## src/rtl/pfb_pkg.sv

```systemverilog
package pfb_pkg;
  typedef enum logic [0:0] {ST_IDLE, ST_FETCH} pfb_state_e;
endpackage

```

## src/rtl/pfb_addr_map.sv

```systemverilog
module pfb_addr_map #(
  parameter int HOST_AW = 8,
  localparam int IDX_W = HOST_AW - 1
) (
  input  logic               mode16_i,
  input  logic [HOST_AW-1:0] addr_i,
  output logic [IDX_W-1:0]   idx_o,
  output logic [1:0]         lane_o
);
  always_comb begin
    if (mode16_i) begin
      idx_o  = addr_i[HOST_AW-1:1];
      lane_o = {addr_i[0], 1'b0};
    end else begin
      idx_o  = {1'b0, addr_i[HOST_AW-1:2]};
      lane_o = addr_i[1:0];
    end
  end
endmodule

```

## src/rtl/pfb_lane_sel.sv

```systemverilog
module pfb_lane_sel (
  input  logic [31:0] word_i,
  input  logic [1:0]  lane_i,
  input  logic        mode16_i,
  output logic [15:0] data_o
);
  always_comb begin
    if (mode16_i) begin
      data_o = lane_i[1] ? word_i[31:16] : word_i[15:0];
    end else begin
      unique case (lane_i)
        2'd0:    data_o = {8'h00, word_i[7:0]};
        2'd1:    data_o = {8'h00, word_i[15:8]};
        2'd2:    data_o = {8'h00, word_i[23:16]};
        default: data_o = {8'h00, word_i[31:24]};
      endcase
    end
  end
endmodule

```

## src/rtl/pfb_tag_ctrl.sv

```systemverilog
module pfb_tag_ctrl #(
  parameter int IDX_W = 7
) (
  input  logic             clk_i,
  input  logic             rst_ni,
  input  logic             cfg_chg_i,
  input  logic             wr_i,
  input  logic [IDX_W-1:0] idx_i,
  input  logic             busy_i,
  input  logic             start_i,
  input  logic             fill_i,
  output logic             hit_o
);
  logic             valid_q, stale_q;
  logic [IDX_W-1:0] tag_q, pend_q;
  logic             wr_buf, wr_pend;

  assign wr_buf  = wr_i && valid_q && (idx_i == tag_q);
  assign wr_pend = wr_i && busy_i && (idx_i == pend_q);
  assign hit_o   = valid_q && (idx_i == tag_q) && !cfg_chg_i;

  always_ff @(posedge clk_i or negedge rst_ni) begin
    if (!rst_ni) begin
      valid_q <= 1'b0;
      stale_q <= 1'b0;
      tag_q   <= '0;
      pend_q  <= '0;
    end else begin
      if (start_i) begin
        pend_q  <= idx_i;
        stale_q <= 1'b0;
      end else if (busy_i && (wr_pend || cfg_chg_i)) begin
        stale_q <= 1'b1;
      end
      // a fill that saw an overlapping write or a config change is not kept
      if (fill_i) begin
        valid_q <= !(stale_q || wr_pend || cfg_chg_i);
        tag_q   <= pend_q;
      end else if (cfg_chg_i || wr_buf) begin
        valid_q <= 1'b0;
      end
    end
  end
endmodule

```

## src/rtl/rd_prefetch_buf.sv

```systemverilog
module rd_prefetch_buf
  import pfb_pkg::*;
#(
  parameter int HOST_AW = 8,
  parameter int INIT_AW = 22
) (
  input  logic               clk_i,
  input  logic               rst_ni,
  input  logic               mode16_i,
  input  logic [INIT_AW-1:0] base_i,
  input  logic               host_rd_i,
  input  logic               host_wr_i,
  input  logic [HOST_AW-1:0] host_addr_i,
  output logic [15:0]        host_rdata_o,
  output logic               host_rvalid_o,
  output logic               busy_o,
  output logic               init_req_o,
  output logic [INIT_AW-1:0] init_addr_o,
  input  logic [31:0]        init_rdata_i,
  input  logic               init_rvalid_i
);
  localparam int IDX_W = HOST_AW - 1;

  pfb_state_e         state_q;
  logic [IDX_W-1:0]   idx;
  logic [1:0]         lane, pend_lane_q, sel_lane;
  logic               pend_mode_q, sel_mode;
  logic [31:0]        buf_word_q, sel_word;
  logic [15:0]        sel_data;
  logic               mode_q;
  logic [INIT_AW-1:0] base_q, addr_q;
  logic [15:0]        rdata_q;
  logic               rvalid_q;
  logic               cfg_chg, hit, fetching, fill, rd_acc, miss_start;

  assign fetching   = (state_q == ST_FETCH);
  assign fill       = fetching && init_rvalid_i;
  assign rd_acc     = host_rd_i && !fetching;
  assign miss_start = rd_acc && !hit;
  assign cfg_chg    = (mode16_i != mode_q) || (base_i != base_q);

  pfb_addr_map #(.HOST_AW(HOST_AW)) u_map (
    .mode16_i (mode16_i),
    .addr_i   (host_addr_i),
    .idx_o    (idx),
    .lane_o   (lane)
  );

  pfb_tag_ctrl #(.IDX_W(IDX_W)) u_tag (
    .clk_i     (clk_i),
    .rst_ni    (rst_ni),
    .cfg_chg_i (cfg_chg),
    .wr_i      (host_wr_i),
    .idx_i     (idx),
    .busy_i    (fetching),
    .start_i   (miss_start),
    .fill_i    (fill),
    .hit_o     (hit)
  );

  // one extractor shared by hit path and fill path
  assign sel_word = fill ? init_rdata_i : buf_word_q;
  assign sel_lane = fill ? pend_lane_q  : lane;
  assign sel_mode = fill ? pend_mode_q  : mode16_i;

  pfb_lane_sel u_sel (
    .word_i   (sel_word),
    .lane_i   (sel_lane),
    .mode16_i (sel_mode),
    .data_o   (sel_data)
  );

  always_ff @(posedge clk_i or negedge rst_ni) begin
    if (!rst_ni) begin
      state_q     <= ST_IDLE;
      pend_lane_q <= '0;
      pend_mode_q <= 1'b0;
      buf_word_q  <= '0;
      mode_q      <= 1'b0;
      base_q      <= '0;
      addr_q      <= '0;
      rdata_q     <= '0;
      rvalid_q    <= 1'b0;
    end else begin
      mode_q   <= mode16_i;
      base_q   <= base_i;
      rvalid_q <= 1'b0;
      if (fill) begin
        state_q    <= ST_IDLE;
        buf_word_q <= init_rdata_i;
        rdata_q    <= sel_data;
        rvalid_q   <= 1'b1;
      end else if (rd_acc) begin
        if (hit) begin
          rdata_q  <= sel_data;
          rvalid_q <= 1'b1;
        end else begin
          state_q     <= ST_FETCH;
          pend_lane_q <= lane;
          pend_mode_q <= mode16_i;
          addr_q      <= base_i + INIT_AW'({idx, 1'b0});
        end
      end
    end
  end

  assign host_rdata_o  = rdata_q;
  assign host_rvalid_o = rvalid_q;
  assign busy_o        = fetching;
  assign init_req_o    = fetching;
  assign init_addr_o   = addr_q;
endmodule

```

## config.mk

```make
export PLATFORM = sky130hd
export DESIGN_NAME = rd_prefetch_buf
export DESIGN_NICKNAME = d
export VERILOG_FILES = /design/src/rtl/pfb_pkg.sv /design/src/rtl/pfb_addr_map.sv /design/src/rtl/pfb_lane_sel.sv /design/src/rtl/pfb_tag_ctrl.sv /design/src/rtl/rd_prefetch_buf.sv
export SDC_FILE = /design/constraint.sdc
export NUM_CORES = 1
export LEC_CHECK = 0
export ABC_AREA = 1
export CAP_MARGIN = 20
export CORE_ASPECT_RATIO = 1.1
export CORE_MARGIN = 2
export CORE_UTILIZATION = 64
export DETAILED_ROUTE_END_ITERATION = 16
export DONT_BUFFER_PORTS = 1
export PLACE_DENSITY = 0.9
export REMOVE_ABC_BUFFERS = 1
export SYNTH_ARGS = -nofsm -noshare
export SYNTH_HDL_FRONTEND = slang
export SYNTH_SLANG_ARGS = --single-unit
```

## constraint.sdc

```tcl
create_clock -name clk_i -period 2.1 [get_ports clk_i]
set_input_delay 0.315 -clock clk_i [delete_from_list [all_inputs] [get_ports clk_i]]
set_output_delay 0.315 -clock clk_i [all_outputs]
set_load 0.02 [all_outputs]
```

== Word level (Yosys, flattened, before mapping) ==
Index checks and enable logic that the tools add are counted.
W data, S select, Z words.

* Output and inout bits: 41
* Flip-flop bits (word level): 114
* Bits of input ports: 68

* Bitwise logic cells: 2
* Equal/unequal tests: 7
* Muxes and demuxes: 21
* Add/sub/neg operators: 1
* Reductions and logical operators: 27

{| class="wikitable"
|+ Operators by type and width
! cell !! count
|-
| $mux W16 || 5
|-
| $mux W32 || 1
|-
| $pmux W8 S3 || 1
|-
| $add A22 B8 Y22 || 1
|-
| $ne A22 B22 Y1 || 1
|-
| $eq A7 B7 Y1 || 2
|-
| $mux W1 || 11
|-
| $logic_and A1 B1 Y1 || 10
|-
| $reduce_bool A2 Y1 || 4
|-
| $mux W7 || 1
|-
| $logic_or A1 B1 Y1 || 5
|-
| $logic_not A1 Y1 || 4
|-
| $mux W2 || 2
|-
| $reduce_and A2 Y1 || 2
|-
| $reduce_and A3 Y1 || 1
|-
| $eq A2 B1 Y1 const B || 1
|-
| $eq A2 B2 Y1 const B || 1
|-
| $logic_not A2 Y1 || 1
|-
| $ne A2 B1 Y1 const B || 1
|-
| $not A1 Y1 || 2
|-
| $ne A1 B1 Y1 || 1
|}

== Depth between registers and ports, before layout ==
* Depth after elaboration: 8
* Depth in mapped cells: 16

== Cells and area by module ==
Synthesis repeated with hierarchy kept, for this count alone.

* Cells, all modules: 729
* Area total of the unflattened synthesis: 5815.6 sq um

{| class="wikitable"
|+ Modules (own cells, without submodules)
! module !! times used !! seq. area each (sq um) !! area each (sq um) !! cells an instance
|-
| rd_prefetch_buf || 1 || 2452.4 || 4458.0 || 496
|-
| pfb_tag_ctrl || 1 || 400.4 || 869.6 || 121
|-
| pfb_lane_sel || 1 || 0.0 || 379.1 || 85
|-
| pfb_addr_map || 1 || 0.0 || 108.9 || 27
|}

== Worst setup path after synthesis ==
Ideal clock, no wire load.

* Path type: input -> register
* Start: input mode16_i
* End: register addr_q[15], in the netlist init_addr_o[15]
* Data required time: 1.982 ns
* Stages on the path: 14
* Buffers on the path: 1
* Arrival time: 1.924 ns
* Slack: 0.058 ns
* Cell sequence: buf_4 -> nand2_1 -> nand2_2 -> ha_1 -> fa_1 -> nand3_1 -> nand2_1 -> nand2_1 -> nand2_1 -> nand2_1 -> nand2_1 -> xor2_1 -> nand3_1 -> nand2_1

* Cells in the longest elaborated chain, start to end: 6
* Elaborated cells on any way between the ends: 10
* Those cells by class: 1 x add/sub; 2 x eq/ne; 1 x mux; 1 x bitwise; 5 x reduce/logical

{| class="wikitable"
|+ Ends and longest elaborated chain
! element !! line !! text
|-
| from (decl) || rd_prefetch_buf.sv:9 || <nowiki>input logic mode16_i,</nowiki>
|-
| $mux W7 * || pfb_addr_map.sv:11 || <nowiki>if (mode16_i) begin</nowiki>
|-
| via idx[0] || rd_prefetch_buf.sv:25 || <nowiki>logic [IDX_W-1:0] idx;</nowiki>
|-
| branches (longest 5 deep; another with $add A22 B8 Y22) || - ||
|-
| to (signal assigned) || rd_prefetch_buf.sv:101 || <nowiki>addr_q <= base_i + INIT_AW'({idx, 1'b0});</nowiki>
|-
| to (decl) || rd_prefetch_buf.sv:31 || <nowiki>logic [INIT_AW-1:0] base_q, addr_q;</nowiki>
|}

Mark *: on every way through the listed nets, which the timed path passes.
A chain may end at the register's enable or synchronous reset.

== Worst setup path in the final report ==
* Start: register base_q[1]
* End: register rdata_q[4], in the netlist host_rdata_o[4]

* Cells in the longest elaborated chain, start to end: 6

{| class="wikitable"
|+ Ends and longest elaborated chain
! element !! line !! text
|-
| from (decl) || rd_prefetch_buf.sv:31 ||
|-
| from (signal assigned) || rd_prefetch_buf.sv:86 || <nowiki>base_q <= base_i;</nowiki>
|-
| $ne A22 B22 Y1 || rd_prefetch_buf.sv:40 || <nowiki>assign cfg_chg = (mode16_i != mode_q) || (base_i != base_q);</nowiki>
|-
| $logic_or A1 B1 Y1 || rd_prefetch_buf.sv:40 ||
|-
| $logic_not A1 Y1 || pfb_tag_ctrl.sv:20 || <nowiki>assign hit_o = valid_q && (idx_i == tag_q) && !cfg_chg_i;</nowiki>
|-
| $logic_and A1 B1 Y1 || pfb_tag_ctrl.sv:20 ||
|-
| $reduce_bool A2 Y1 (no line) || - ||
|-
| $reduce_and A2 Y1 (no line) || - ||
|-
| to (signal assigned) || rd_prefetch_buf.sv:91 || <nowiki>rdata_q <= sel_data;</nowiki>
|-
| to (signal assigned) || rd_prefetch_buf.sv:95 || <nowiki>rdata_q <= sel_data;</nowiki>
|-
| to (decl) || rd_prefetch_buf.sv:32 || <nowiki>logic [15:0] rdata_q;</nowiki>
|}

Every way passes these cells.

==> tab_implementation.tex <==
\begin{tabular}{lr}
\hline
Metric & Value \\
\hline
\multicolumn{2}{l}{\textbf{Floorplan}} \\
Area of the core region & 8870 µm² \\
Number of I/O pins & 109 \\
Die outline area & 9910 µm² \\
Width of the die & 95.1 µm \\
Count of standard-cell rows & 36 \\
Die H & 104 µm \\
Initial Util & 65.8\% \\
\multicolumn{2}{l}{\textbf{Setup path}} \\
Crit Reg-Reg Endpoint & host\_rdata\_o[4] \\
Critical Path Source & base\_q[1] \\
Endpoint arrival time on the critical path & 2.34 ns \\
Critical path data required time & 2.52 ns \\
Kind of start point of the critical path & register \\
R2r startpoint & base\_q[1] \\
Crit path to & host\_rdata\_o[4] \\
Category of the worst setup path capture point & register \\
WS Path Type & register to register \\
Crit-path max FO & 9 \\
Worst Reg2Reg Path Length in Cells & 12 \\
Setup slack, reg-to-reg & 0.18 ns \\
\multicolumn{2}{l}{\textbf{Route}} \\
Number of iterations in the first detailed-routing pass & 5 \\
Total via count after detailed routing & 5,331 \\
Overall routed net length & 15.4 mm \\
Final ANT Viol Nets & 0 \\
Average routed wire per standard cell & 16.3 µm \\
DRC marker count from the first detailed-route iteration & 318 \\
Mean number of vias per cell & 5.61 \\
Remaining DRCs & 0 \\
\multicolumn{2}{l}{\textbf{STA}} \\
Final count of pins violating max slew & 0 \\
Final period utilization & 91.2\% \\
Final setup violating endpoints & 0 \\
Clk\_skew & 0.00903 ns \\
Max Clk Rate & 522 MHz \\
Final hold violations & 114 \\
Shortest clock period the worst path allows after layout & 1.92 ns \\
Tightest hold margin & -0.526 ns \\
RSZ-0062 raised after global routing & false \\
Worst slew pin tran & 0.475 ns \\
Slew Limit Headroom & 68.3\% \\
\multicolumn{2}{l}{\textbf{Final layout}} \\
Area growth from synthesis to final layout & 22.8\% \\
Leading cell types in the layout, fill and taps excluded & nand2\_1, dfrtp\_1, inv\_1 \\
Post-Layout Cell Count & 950 \\
Final core utilization & 80.8\% \\
Fraction of final layout cells sized beyond drive strength 1 & 8.73\% \\
Most common library cell in the layout ignoring fill and taps & nand2\_1 \\
Ant diodes & 0 \\
Nets & 899 \\
\multicolumn{2}{l}{\textbf{Yosys}} \\
Share of async-settable or async-resettable flops after synthesis & 100\% \\
Flip-flop and latch count after synthesis & 114 \\
Number of flops mapped to enable cells by yosys & 0 \\
Post-Synthesis Mean Instance Area & 7.69 µm² \\
Count of distinct cell types in the synthesized netlist & 34 \\
Sequential element share of the synthesized area & 48.8\% \\
Most used DFF post-synth & dfrtp\_1 \\
Netlist area before placement & 5840 µm² \\
Number of instances in the synthesized netlist & 760 \\
Count of yosys warnings during synthesis & 0 \\
\multicolumn{2}{l}{\textbf{GRT}} \\
GR Util All Layers & 33.7\% \\
Number of antenna violations at the first check in global routing & 0 \\
Number of global-route vias before repair & 5,550 \\
Wire length of the first global-routing pass & 25.5 mm \\
Gr ovfl total & 0 \\
Pin count of the biggest net entering global routing & 115 \\
\multicolumn{2}{l}{\textbf{Power and ir drop}} \\
LEAKAGE & 3.75 nW \\
Power density of the placed cells & 1060 nW/µm² \\
Worst ir drop on vdd & 0.690 mV \\
Total power after layout & 7.62 mW \\
\multicolumn{2}{l}{\textbf{CTS}} \\
TritonCTS clock tree & yes \\
Clock transition time at the flip-flop clock pins of the worst setup and hold paths & 0.06 ns \\
Cts bufs inserted & 17 \\
Maximum count of clock buffers along a single path & 2 \\
Cell at the root of the clock tree & clkbuf\_8 \\
Insertion delay of the later-clocked pin in the worst-skew pair & 0.54 ns \\
CTS Hold Buffers Added & 52 \\
Number of clock sinks & 114 \\
Buffer count from post-CTS setup fixing & 0 \\
H-tree depth & 4 \\
\multicolumn{2}{l}{\textbf{Placed design}} \\
Post-DP HPWL & 9.80 mm \\
Placed Cells & 866 \\
Last weighted congestion value of the routability-driven placer & 0.930 \\
Number of buffers added on ports & 0 \\
\multicolumn{2}{l}{\textbf{Outcome}} \\
Violations in the final reports & hold timing \\
Run status & finished, violations left \\
\multicolumn{2}{l}{\textbf{Worst hold path}} \\
Hold Crit Class & primary input to asynchronous set/reset pin \\
\multicolumn{2}{l}{\textbf{Job}} \\
Max\_cap viols & 0 \\
\hline
\end{tabular}
[flip-flops by register name, indices dropped and copies added, names as in the netlist]
| register | count |
|---|---|
| u_tag.stale_q | 1 |
| buf_word_q | 32 |
| busy_o | 1 |
| u_tag.pend_q | 7 |
| host_rdata_o | 16 |
| u_tag.tag_q | 7 |
| base_q | 22 |
| u_tag.valid_q | 1 |
| pend_mode_q | 1 |
| mode_q | 1 |
| pend_lane_q | 2 |
| host_rvalid_o | 1 |
| init_addr_o | 22 |
[worst min-delay path by stage]
stage	start	end	cells after the start
2_1_floorplan	rst_ni	base_q[0]	0
3_3_place_gp	rst_ni	init_addr_o[0]	0
3_5_place_dp	rst_ni	buf_word_q[26]	0
4_1_cts	rst_ni	u_tag.pend_q[0]	0
5_1_grt	rst_ni	buf_word_q[18]	0
6_report	rst_ni	buf_word_q[18]	0
[cells in the mapped netlist (3+ instances only)]
cell / n / area [µm²]
nand4_1: 6 / 37.5
o21ai_1: 10 / 50.1
o21ai_0: 52 / 260
nand2_1: 308 / 1160
a21oi_1: 6 / 30.0
ha_1: 7 / 87.6
inv_1: 78 / 293
buf_4: 5 / 37.5
nand3_1: 53 / 265
nand2_2: 7 / 43.8
xnor2_1: 9 / 78.8
or2_2: 9 / 56.3
and2_1: 6 / 37.5
buf_2: 8 / 40.0
dfrtp_1: 114 / 2850
clkbuf_1: 6 / 22.5
xor2_1: 19 / 166
nor2_1: 32 / 120
buf_6: 3 / 33.8
buf_1: 3 / 11.3
nor3_1: 3 / 15.0
[where the power goes]
| group | switching [mW] | internal, mW | leakage, nW |
|---|---|---|---|
| clock | 1.03 | 2.04 | 0.308 |
| sequential | 0.541 | 2.65 | 1.40 |
| combinational | 0.803 | 0.552 | 2.05 |
| total | 2.37 | 5.25 | 3.75 |
[stage by stage]
step | area (µm²) | setup TNS (ns) | setup slack [ns]
after floorplan | 5690 | -17.79 | -0.788
after global placement | 6010 | 0 | 0.0651
after detailed placement | 6010 | -0.00531 | -0.00275
after CTS | 7160 | 0 | 0.198
after global routing | 7170 | 0 | 0.0437
final | 7170 | 0 | 0.184
[logic make-up after synthesis]
group	after synthesis	share of synthesized area [%]
fa+ha+maj	8	1.84
simple gates	430	30.7
buf+inv	105	7.64
compound gates	75	6.75
xor+xnor	28	4.20
flops	114	48.8
[worst max-delay path, cell delays in order (launching register included)]
cell and delay (ns):
dfrtp_1 0.35, inv_1 0.05, nand2_1 0.06, nand2_1 0.07, nor2_1 0.12, nand2_1 0.07
nor2_1 0.19, nand2_1 0.12, nor2_4 0.17, nand3_4 0.20, buf_4 0.23, nand3_1 0.08
nand2_1 0.07
[what timing repair did]
action | 4_1_cts | 5_1_grt
gates resized for setup | 0 | 2
setup endpoints to repair | 0 | 2
endpoints found under the hold margin | 172 | 114
[layout make-up]
class | instances | area (µm²)
Inverter | 79 | 297
Clock inverter | 14 | 213
Fill cell | 544 | 1700
Timing Repair Buffer | 70 | 693
Clock buffer | 18 | 418
Tap cell | 114 | 143
Multi-Input combinational cell | 541 | 2560
Sequential cell | 114 | 2850
[per-layer routing]
layer	GRT usage (%)	routed length, µm
met2	55.4	7880
met5	0	0
met1	38.1	5700
met3	13.5	1350
met4	14.8	518
Note: power is estimated with default switching activity, not from simulation.
